`config.mk`:
```
export PLATFORM = sky130hd
export DESIGN_NAME = ldtrack_table
export DESIGN_NICKNAME = d
export VERILOG_FILES = /design/src/rtl/ldt_pkg.sv /design/src/rtl/ldt_overlap.sv /design/src/rtl/ldt_entry.sv /design/src/rtl/ldt_alloc_sel.sv /design/src/rtl/ldtrack_table.sv
export SDC_FILE = /design/constraint.sdc
export NUM_CORES = 1
export LEC_CHECK = 0
export BUFFER_PORTS_ARGS = -buffer_cell sky130_fd_sc_hd__buf_2
export CAP_MARGIN = 30
export CORE_AREA = 5 5 302 304
export CTS_BUF_LIST = sky130_fd_sc_hd__clkbuf_16
export CTS_CLUSTER_DIAMETER = 80
export DETAILED_ROUTE_END_ITERATION = 7
export DIE_AREA = 0 0 307 309
export GPL_ROUTABILITY_DRIVEN = 0
export GPL_TIMING_DRIVEN = 0
export SKIP_CTS_REPAIR_TIMING = 1
export SYNTH_ARGS = -nofsm -noshare
export SYNTH_HDL_FRONTEND = slang
export SYNTH_HIERARCHICAL = 1
export SYNTH_SLANG_ARGS = --single-unit
```
`constraint.sdc`:
```
create_clock -name clk -period 5.23 [get_ports clk]
set_input_delay 0.523 -clock clk [delete_from_list [all_inputs] [get_ports clk]]
set_output_delay 0.523 -clock clk [all_outputs]
set_load 0.1 [all_outputs]
```
`src/rtl/ldt_pkg.sv`:
```
package ldt_pkg;
  typedef logic [1:0] size_code_t;

  function automatic logic [3:0] size_bytes(input size_code_t c);
    return 4'd1 << c;
  endfunction
endpackage

```
`src/rtl/ldt_overlap.sv`:
```
module ldt_overlap #(
  parameter int ADDR_W = 32
) (
  input  logic [ADDR_W-1:0]      a_base,
  input  ldt_pkg::size_code_t    a_size,
  input  logic [ADDR_W-1:0]      b_base,
  input  ldt_pkg::size_code_t    b_size,
  output logic                   hit
);
  localparam int EXT_W = ADDR_W + 1;

  logic [EXT_W-1:0] a_lo, a_hi, b_lo, b_hi;

  always_comb begin
    a_lo = {1'b0, a_base};
    b_lo = {1'b0, b_base};
    a_hi = a_lo + EXT_W'(ldt_pkg::size_bytes(a_size));
    b_hi = b_lo + EXT_W'(ldt_pkg::size_bytes(b_size));
    hit  = (a_lo < b_hi) && (b_lo < a_hi);
  end
endmodule

```
`src/rtl/ldt_entry.sv`:
```
module ldt_entry #(
  parameter int ADDR_W = 32,
  parameter int REG_W  = 7
) (
  input  logic                clk,
  input  logic                rst_n,
  input  logic                clr,
  input  logic                wr_en,
  input  logic [REG_W-1:0]    wr_tag,
  input  logic [ADDR_W-1:0]   wr_addr,
  input  ldt_pkg::size_code_t wr_size,
  input  logic                st_valid,
  input  logic [ADDR_W-1:0]   st_addr,
  input  ldt_pkg::size_code_t st_size,
  output logic                valid_o,
  output logic                live_o,
  output logic [REG_W-1:0]    tag_o
);
  logic                valid_q;
  logic [REG_W-1:0]    tag_q;
  logic [ADDR_W-1:0]   addr_q;
  ldt_pkg::size_code_t size_q;
  logic                overlap;

  ldt_overlap #(.ADDR_W(ADDR_W)) ovl_i (
    .a_base(addr_q), .a_size(size_q),
    .b_base(st_addr), .b_size(st_size),
    .hit(overlap)
  );

  // state after this cycle's store probe, before any allocation
  assign live_o  = valid_q && !(st_valid && overlap);
  assign valid_o = valid_q;
  assign tag_o   = tag_q;

  always_ff @(posedge clk or negedge rst_n) begin
    if (!rst_n) begin
      valid_q <= 1'b0;
      tag_q   <= '0;
      addr_q  <= '0;
      size_q  <= '0;
    end else if (clr) begin
      valid_q <= 1'b0;
    end else if (wr_en) begin
      valid_q <= 1'b1;
      tag_q   <= wr_tag;
      addr_q  <= wr_addr;
      size_q  <= wr_size;
    end else begin
      valid_q <= live_o;
    end
  end


  store_kill_chk: assert property (@(posedge clk) disable iff (!rst_n)
    (valid_q && st_valid && overlap && !wr_en) |=> !valid_q);
endmodule

```
`src/rtl/ldt_alloc_sel.sv`:
```
module ldt_alloc_sel #(
  parameter int ENTRIES = 8
) (
  input  logic               clk,
  input  logic               rst_n,
  input  logic               clr,
  input  logic               req,
  input  logic [ENTRIES-1:0] live,
  input  logic [ENTRIES-1:0] tag_hit,
  output logic [ENTRIES-1:0] wr_o
);
  localparam int IDX_W = (ENTRIES > 1) ? $clog2(ENTRIES) : 1;

  logic [IDX_W-1:0]   rr_q;
  logic [ENTRIES-1:0] free_v;
  logic               replace;
  logic               found;

  assign free_v = ~live;

  always_comb begin
    wr_o    = '0;
    found   = 1'b0;
    replace = 1'b0;
    if (req) begin
      if (|tag_hit) begin
        wr_o = tag_hit;
      end else if (|free_v) begin
        for (int i = 0; i < ENTRIES; i++) begin
          if (free_v[i] && !found) begin
            wr_o[i] = 1'b1;
            found   = 1'b1;
          end
        end
      end else begin
        wr_o[rr_q] = 1'b1;
        replace    = 1'b1;
      end
    end
  end

  always_ff @(posedge clk or negedge rst_n) begin
    if (!rst_n)
      rr_q <= '0;
    else if (clr)
      rr_q <= '0;
    else if (replace)
      rr_q <= (rr_q == IDX_W'(ENTRIES - 1)) ? '0 : rr_q + IDX_W'(1);
  end


  one_write_chk: assert property (@(posedge clk) disable iff (!rst_n)
    req |-> ($countones(wr_o) == 1));

  no_write_chk: assert property (@(posedge clk) disable iff (!rst_n)
    !req |-> (wr_o == '0));
endmodule

```
`src/rtl/ldtrack_table.sv`:
```
module ldtrack_table #(
  parameter int ENTRIES = 8,
  parameter int REG_W   = 7,
  parameter int ADDR_W  = 32
) (
  input  logic                clk,
  input  logic                rst_n,
  input  logic                clr,
  input  logic                alc_valid,
  input  logic [REG_W-1:0]    alc_reg,
  input  logic [ADDR_W-1:0]   alc_addr,
  input  logic [1:0]          alc_size,
  input  logic                st_valid,
  input  logic [ADDR_W-1:0]   st_addr,
  input  logic [1:0]          st_size,
  input  logic                chk_valid,
  input  logic [REG_W-1:0]    chk_reg,
  output logic                chk_rsp_valid,
  output logic                chk_hit,
  output logic                chk_recover
);
  logic [ENTRIES-1:0] valid_v, live_v, alc_match, chk_match, wr_v;
  logic [REG_W-1:0]   tags [ENTRIES];
  logic               alc_req;
  logic               hit_now;

  assign alc_req = alc_valid && !clr;

  for (genvar g = 0; g < ENTRIES; g++) begin : g_ent
    ldt_entry #(.ADDR_W(ADDR_W), .REG_W(REG_W)) ent_i (
      .clk(clk), .rst_n(rst_n), .clr(clr),
      .wr_en(wr_v[g]), .wr_tag(alc_reg), .wr_addr(alc_addr),
      .wr_size(alc_size),
      .st_valid(st_valid), .st_addr(st_addr), .st_size(st_size),
      .valid_o(valid_v[g]), .live_o(live_v[g]), .tag_o(tags[g])
    );
    assign alc_match[g] = live_v[g] && (tags[g] == alc_reg);
    assign chk_match[g] = live_v[g] && (tags[g] == chk_reg);
  end

  ldt_alloc_sel #(.ENTRIES(ENTRIES)) sel_i (
    .clk(clk), .rst_n(rst_n), .clr(clr), .req(alc_req),
    .live(live_v), .tag_hit(alc_match), .wr_o(wr_v)
  );

  assign hit_now = (|chk_match) && !clr;

  always_ff @(posedge clk or negedge rst_n) begin
    if (!rst_n) begin
      chk_rsp_valid <= 1'b0;
      chk_hit       <= 1'b0;
      chk_recover   <= 1'b0;
    end else begin
      chk_rsp_valid <= chk_valid;
      chk_hit       <= chk_valid && hit_now;
      chk_recover   <= chk_valid && !hit_now;
    end
  end


  rsp_follows_chk: assert property (@(posedge clk) disable iff (!rst_n)
    chk_valid |=> chk_rsp_valid);

  rsp_quiet_chk: assert property (@(posedge clk) disable iff (!rst_n)
    !chk_valid |=> !chk_rsp_valid);

  rsp_exclusive_chk: assert property (@(posedge clk) disable iff (!rst_n)
    chk_rsp_valid |-> (chk_hit != chk_recover));

  single_match_chk: assert property (@(posedge clk) disable iff (!rst_n)
    $onehot0(chk_match));

  clear_empty_chk: assert property (@(posedge clk) disable iff (!rst_n)
    clr |=> (valid_v == '0));

  clear_miss_chk: assert property (@(posedge clk) disable iff (!rst_n)
    (clr && chk_valid) |=> chk_recover);
endmodule

```
==> results.cfg, run 1 <==
[final_layout]
nNetsFinal = 4624
final_core_util_pct = 48.3
areaGrowthSynthToFinish_pct = 13.1
drive_above_1_share_pct = 18.9
finalInstanceArea_mm2 = 0.0425
antenna-diode-count = 0

[yosys]
ys.flop_type = dfrtp_1
synth_edf_count = 0
synthTopCellsByArea = dfrtp_1 23%, ha_1 19%, mux2_4 13%
synth_warnings = 6
ys_seq_area_share_pct = 22.8
synth_nets = 4448
syn_area_mm2 = 0.0376
synth_cell_type_count = 85
postSynthCellCount = 3782
synthArstFlopShare_pct = 100
synth.largest_area_cell = dfrtp_1
synth_seq_cells = 342
synth.top_cell.area_share_pct = 22.8
syn_area_per_cell_um2 = 9.93

[clocking]
clock_latency_ps = 600
cts_tree = yes
htree_levels = 2
clk_path_buf_depth = 3
cts_buffers = 48
clkTransAtPathRegs_ps = 60
root_buffer = clkbuf_16
cts.sinks = 342

[sta]
relSlewSlack_pct = 31.9
setup_viol = 339
setup_ws_ps = -1190
worst_slew_pin_slew_ps = 1020
finalCriticalPeriod_ps = 6420
rsz0062_at_grt = true
max_freq_mhz = 156
final-hold-violation-count = 0
post-route-period-util_pct = 123
slew_viol_final = 0
skew_ps = 26.2

[power_and_ir_drop]
p_leak_uw = 0.0183
p_per_area_mw_per_mm2 = 210
max-vdd-ir-drop_mv = 0.229
power.total_uw = 8900

[worst_setup_path]
slowest_delay_ps = 510
critPathRequiredTime_ps = 5700
startpoint_type = flip-flop
crit_slowest_cell = or4_4
cp_data_arrival_time_ps = 6890
crit_buf_inv = 4
end_kind = flip-flop
critPathKind = flip-flop to flip-flop
cp_top_family = simple AND/OR/NAND/NOR gates
crit_fanout = 8

[route]
avgRoutedWirePerCell_um = 21.3
drtAntennaViolNets = 0
via_count = 29537
dr.pass1.iters = 5
routed_via_density = 5.72
drc_errors = 0
dr.first_iter.drc_count = 1450
wl_um = 110000

[die]
io-pin-count = 91
die-area_mm2 = 0.0949
core-area_mm2 = 0.0880
die_w_um = 307
start_util_pct = 42.7
core.rowCount = 109
dieHeight_um = 309

[place]
port_buffers = 83
pre_cts_ws_ps = -2500
place_area_mm2 = 0.0397
dp_hpwl_um = 83300

[global_route]
track_usage_pct = 22.1
grt_pass1_vias = 29683
grt_pass1_wl_um = 166000
grt_max_degree = 114
antenna_found_initial = 1
grt-ovfl-total = 0

[hold_path]
hp-class = primary input to flip-flop

[outcome]
status = finished, violations left
violations = negative setup slack

[flow_run]
max-cap-violations = 0
## kinds of logic after synthesis
group / after synthesis / synth area share, %
buf+inv: 135 / 3.07
simple gates: 1254 / 18.4
fa+ha+maj: 578 / 19.6
mux: 328 / 13.0
xor+xnor: 592 / 13.8
compound gates: 553 / 9.33
flops: 342 / 22.8
## cell usage in the layout (no fill, tap or decap), types with 83 or more instances in the layout
cell / netlist / final
xor2_1: 244 / 244
nand2_1: 249 / 249
a21oi_1: 186 / 172
a21o_1: 83 / 83
and3_1: 101 / 101
mux2_4: 320 / 320
xnor2_1: 348 / 348
nor2_1: 226 / 212
ha_1: 562 / 562
nand4_1: 165 / 165
dfrtp_1: 342 / 340
o21ai_0: 113 / 103
nand3_1: 190 / 189
## stage by stage
stage / setup TNS, ps / std cells / hold WS (ps)
5_1_grt: -444940 / 5161 / 38.2
6_report: -364580 / 5161 / 63.4
3_5_place_dp: -797730 / 5035 / 477
4_1_cts: -601300 / 5123 / -158
2_1_floorplan: -13190 / 3782 / 227
3_3_place_gp: -2000990 / 5030 / 539
## registers in the layout, indices dropped and copies added, names as in the netlist
register / count
g_ent.ent_i/addr_q: 256
g_ent.ent_i/tag_o: 56
chk_rsp_valid: 1
sel_i/rr_q: 3
g_ent.ent_i/valid_o: 8
g_ent.ent_i/size_q: 16
chk_recover: 1
chk_hit: 1
## cells in the mapped netlist (all sizes together) (4+ instances only)
library cell / count
ha: 562
nand2b: 11
or4: 12
or2: 5
nor2b: 66
a211oi: 25
and3: 110
a41oi: 6
nor3b: 15
buf: 55
a21boi: 13
a31oi: 15
nand3: 198
a2111oi: 13
o21ba: 9
xor2: 244
o21ai: 124
mux2: 328
xnor2: 348
fa: 16
o22ai: 10
nand4b: 6
and4: 44
or3: 17
a21o: 83
nand2: 252
o21bai: 14
o211a: 4
a221oi: 7
o2111ai: 8
clkbuf: 11
o21a: 13
a21oi: 186
nor2: 232
nand4: 168
dfrtp: 342
inv: 69
nor3: 64
and2: 27
nor4: 23
## power by group
part / internal (uW) / total [uW] / switching [uW]
clock: 2000 / 3340 / 1340
combinational: 1130 / 2420 / 1290
sequential: 2840 / 3140 / 300
total: 5970 / 8900 / 2930
## routing by layer
metal	GRT usage [%]	up-vias	part of all wire, %
li1	-	14291	-
met4	8.19	2	3.7
met1	28.2	14508	44
met5	0	-	0.012
met2	38.5	556	48
met3	2.58	180	4.1
## cell type report
cell class | instances | area, um^2
sequential | 342 | 8560
clock buffer | 49 | 1230
tap | 1165 | 1460
fill | 8159 | 45500
clock inverter | 39 | 359
buffer | 65 | 955
inverter | 69 | 259
multi-input combinational | 3305 | 28400
timing repair buffer | 127 | 1210
## path summary, 6_finish.rpt
kind	from	end	slack (ps)	cells after the start
min reg2reg	g_ent[6].ent_i/addr_q[3]	g_ent[6].ent_i/addr_q[3]	550	1
max in group asynchronous	rst_n	g_ent[5].ent_i/size_q[0]	2880	5
min	chk_valid	chk_rsp_valid	60	1
max reg2reg	g_ent[3].ent_i/size_q[0]	g_ent[3].ent_i/tag_o[2]	-1190	28
max	g_ent[3].ent_i/size_q[0]	g_ent[3].ent_i/tag_o[2]	-1190	28
min in group asynchronous	rst_n	g_ent[4].ent_i/addr_q[31]	440	2
Power figures use the tool's default switching activity.
==> run 2: changes to the inputs <==
ABC_AREA = 1   (was not set)
CORE_AREA = 5 5 323 325   (was 5 5 302 304)
DIE_AREA = 0 0 328 330   (was 0 0 307 309)
==> run 2 against run 1 <==
  * The run still ends with negative setup slack left
  * Sequential cell count unchanged
  * Combinational power grew 24%
  * Critical endpoint is now g_ent[5].ent_i/addr_q[23]
  * Critical path type unchanged
  * Non-clock buffer count increased by 103
  * Global-route usage increased by 7.9 points
==> results.cfg, run 2 <==
[die]
die_w_um = 328
core-area_mm2 = 0.101
dieHeight_um = 330
io-pin-count = 91
die-area_mm2 = 0.108
start_util_pct = 42.5
core.rowCount = 117

[yosys]
synth.top_cell.area_share_pct = 19.9
synth_top_family_by_area = simple AND/OR/NAND/NOR gates
synth_compound_area_share_pct = 5.51
yosys.area_share.simple_pct = 40.1
ys_seq_area_share_pct = 19.9
synth_warnings = 6
synth_cell_type_count = 62
synth.area.mux_share_pct = 0
synth.largest_area_cell = dfrtp_1
yosysMostFrequentCell = nand2_1
syn_area_per_cell_um2 = 6.90
synth_seq_cells = 342
synth_common_cells = 1,986 x nand2_1, 594 x nand3_1, 572 x nor2_1, 562 x ha_1, 503 x inv_1
synth_nets = 6898
synthArstFlopShare_pct = 100
synthTopCellsByArea = dfrtp_1 20%, nand2_1 17%, ha_1 16%
ys.flop_type = dfrtp_1
synth_edf_count = 0
synthAdderAreaFrac_pct = 17.1
postSynthCellCount = 6232
synth_xor_area_share_pct = 10.0
syn_area_mm2 = 0.0430

[global_route]
use_met3_pct = 6.63
grt.busiest_layer = met2
grt.met2_usage_pct = 46.6
track_usage_pct = 30.0
grt_pass1_wl_um = 247000
antenna_found_initial = 4
grt_max_degree = 112
grt-ovfl-total = 0
grt_pass1_vias = 40118
use_met1_pct = 39.6

[outcome]
violations = negative setup slack
status = finished, violations left

[power_and_ir_drop]
power.total_uw = 9590
p_seq_share_pct = 34.7
switching_share_pct = 38.7
p_leak_uw = 0.0234
clkPwrFrac_pct = 34.0
max-vdd-ir-drop_mv = 0.237
internal_power_uw = 5880
p_per_area_mw_per_mm2 = 197
combPwrFrac_pct = 31.3
p_switching_uw = 3710

[place]
port_buffers = 83
dp_hpwl_um = 120000
dp.cells = 7714

[hold_path]
hold_path.startpoint = chk_valid
holdPathEnd = chk_rsp_valid
hp-class = primary input to flip-flop
hold-path-cell-count = 1

[sta]
relSlewSlack_pct = 37.6
slew_viol_final = 0
max_freq_mhz = 189
setup_viol = 214
worst_slew_pin_slew_ps = 936
post-route-period-util_pct = 101
tns_ps = -4910
rsz0062_at_grt = true
setup_ws_ps = -70.3
finalCriticalPeriod_ps = 5300
skew_ps = 36.1
final-hold-violation-count = 0

[clocking]
clock_latency_ps = 610
clkTransAtPathRegs_ps = 60
root_buffer = clkbuf_16
cts_buffers = 45
htree_levels = 2
cts_tree = yes
cts.sinks = 342
clk_path_buf_depth = 3

[worst_setup_path]
r2r-start = g_ent[2].ent_i/size_q[0]
crit_fanout = 10
cp_data_arrival_time_ps = 5780
slowest_delay_ps = 450
worstReg2RegEnd = g_ent[5].ent_i/addr_q[23]
regToRegSetupSlack_ps = -70
end_kind = flip-flop
rr_worst_depth = 36
startpoint_type = flip-flop
critPathRequiredTime_ps = 5710
crit_slowest_cell = dfrtp_2
critPathKind = flip-flop to flip-flop

[final_layout]
top_register = g_ent.ent_i/addr_q
drive_above_1_share_pct = 14.2
final_common_cell = nand2_1
nNetsFinal = 7123
areaGrowthSynthToFinish_pct = 13.1
largest_register_ffs = 256
final_cell_mix = 1,943 x nand2_1, 579 x nand3_1, 556 x ha_1
fin_cells = 7860

[route]
avgRoutedWirePerCell_um = 21.4
via_count = 43349
routed_via_density = 5.52
drtAntennaViolNets = 0
dr.first_iter.drc_count = 3941
wl_um = 168000
drc_errors = 0
dr.pass1.iters = 6

[flow_run]
max-cap-violations = 0
run 2: cell count changes after synthesis, moves of 57 or more:
cell,delta
and3_1,-96
inv_1,+434
mux2_4,-320
nand2_1,+1737
nand2_2,+149
nand3_1,+404
nor2_1,+346
o21ai_0,-57
xnor2_1,-136
run 2: final cells by class:
| cell class | count | area (um^2) |
|---|---|---|
| diodes | 1 | 2.50 |
| plain buffers | 119 | 1160 |
| clock buffers | 46 | 1150 |
| clock inverters | 35 | 372 |
| fillers | 10392 | 52500 |
| inverters | 537 | 2070 |
| multi-input cells | 5236 | 31900 |
| flip-flops and latches | 342 | 8570 |
| well taps | 1368 | 1710 |
| repair buffers | 176 | 1700 |
run 2: worst max-delay path: cells and delay by family, from the launching register on:
kind | cells | cell delay (ps)
DFF | 1 | 450
AOI/OAI and AO/OA | 3 | 480
buffers and inverters | 6 | 750
and+or+nand+nor | 23 | 2550
xor gates and xnor gates | 1 | 160
adders and majority gates | 3 | 760
run 2: cell families after synthesis:
family | count (synthesis)
buffers and inverters | 656
DFF | 342
AOI/OAI and AO/OA | 385
and+or+nand+nor | 3779
adders and majority gates | 578
xor gates and xnor gates | 492
run 2: worst max path at each step:
stage,startpoint,endpoint,slack [ps],depth (start not counted)
after floorplan,st_size[1],g_ent[4].ent_i/addr_q[23],720,38
after global placement,rst_n,g_ent[3].ent_i/addr_q[5],-3630,1
after detailed placement,st_addr[0],g_ent[7].ent_i/addr_q[0],-1300,39
after CTS,st_addr[0],g_ent[7].ent_i/addr_q[0],-680,39
after global routing,g_ent[2].ent_i/size_q[1],g_ent[5].ent_i/tag_o[1],-420,38
final,g_ent[2].ent_i/size_q[0],g_ent[5].ent_i/addr_q[23],-70,36
run 2: metal layers:
metal | vias up | wire, um
met5 | - | 46
met4 | 6 | 9900
met3 | 419 | 16000
met2 | 1838 | 72100
met1 | 20205 | 70400
li1 | 20881 | -
run 2: power by group through the flow:
stage / Combinational (uW) / Clock [uW] / Sequential, uW
finish: 3000 / 3260 / 3330
detailed placement: 2880 / 0 / 3360
CTS: 2900 / 3310 / 3320
floorplan: 1870 / 0 / 3200
global placement: 2750 / 0 / 3360
global route: 3390 / 3420 / 3360
run 2: per-stage QoR:
step           utilization [%]  setup slack (ps)  instance area, um^2  hold slack, ps
3_5_place_dp              45.3             -1300                45800             482
4_1_cts                   46.8              -676                47300            -112
5_1_grt                   48.1              -424                48600            28.8
6_report                  48.1             -70.3                48600            33.5
3_3_place_gp              44.6             -3630                45100             459
2_1_floorplan                -               720                43000             227
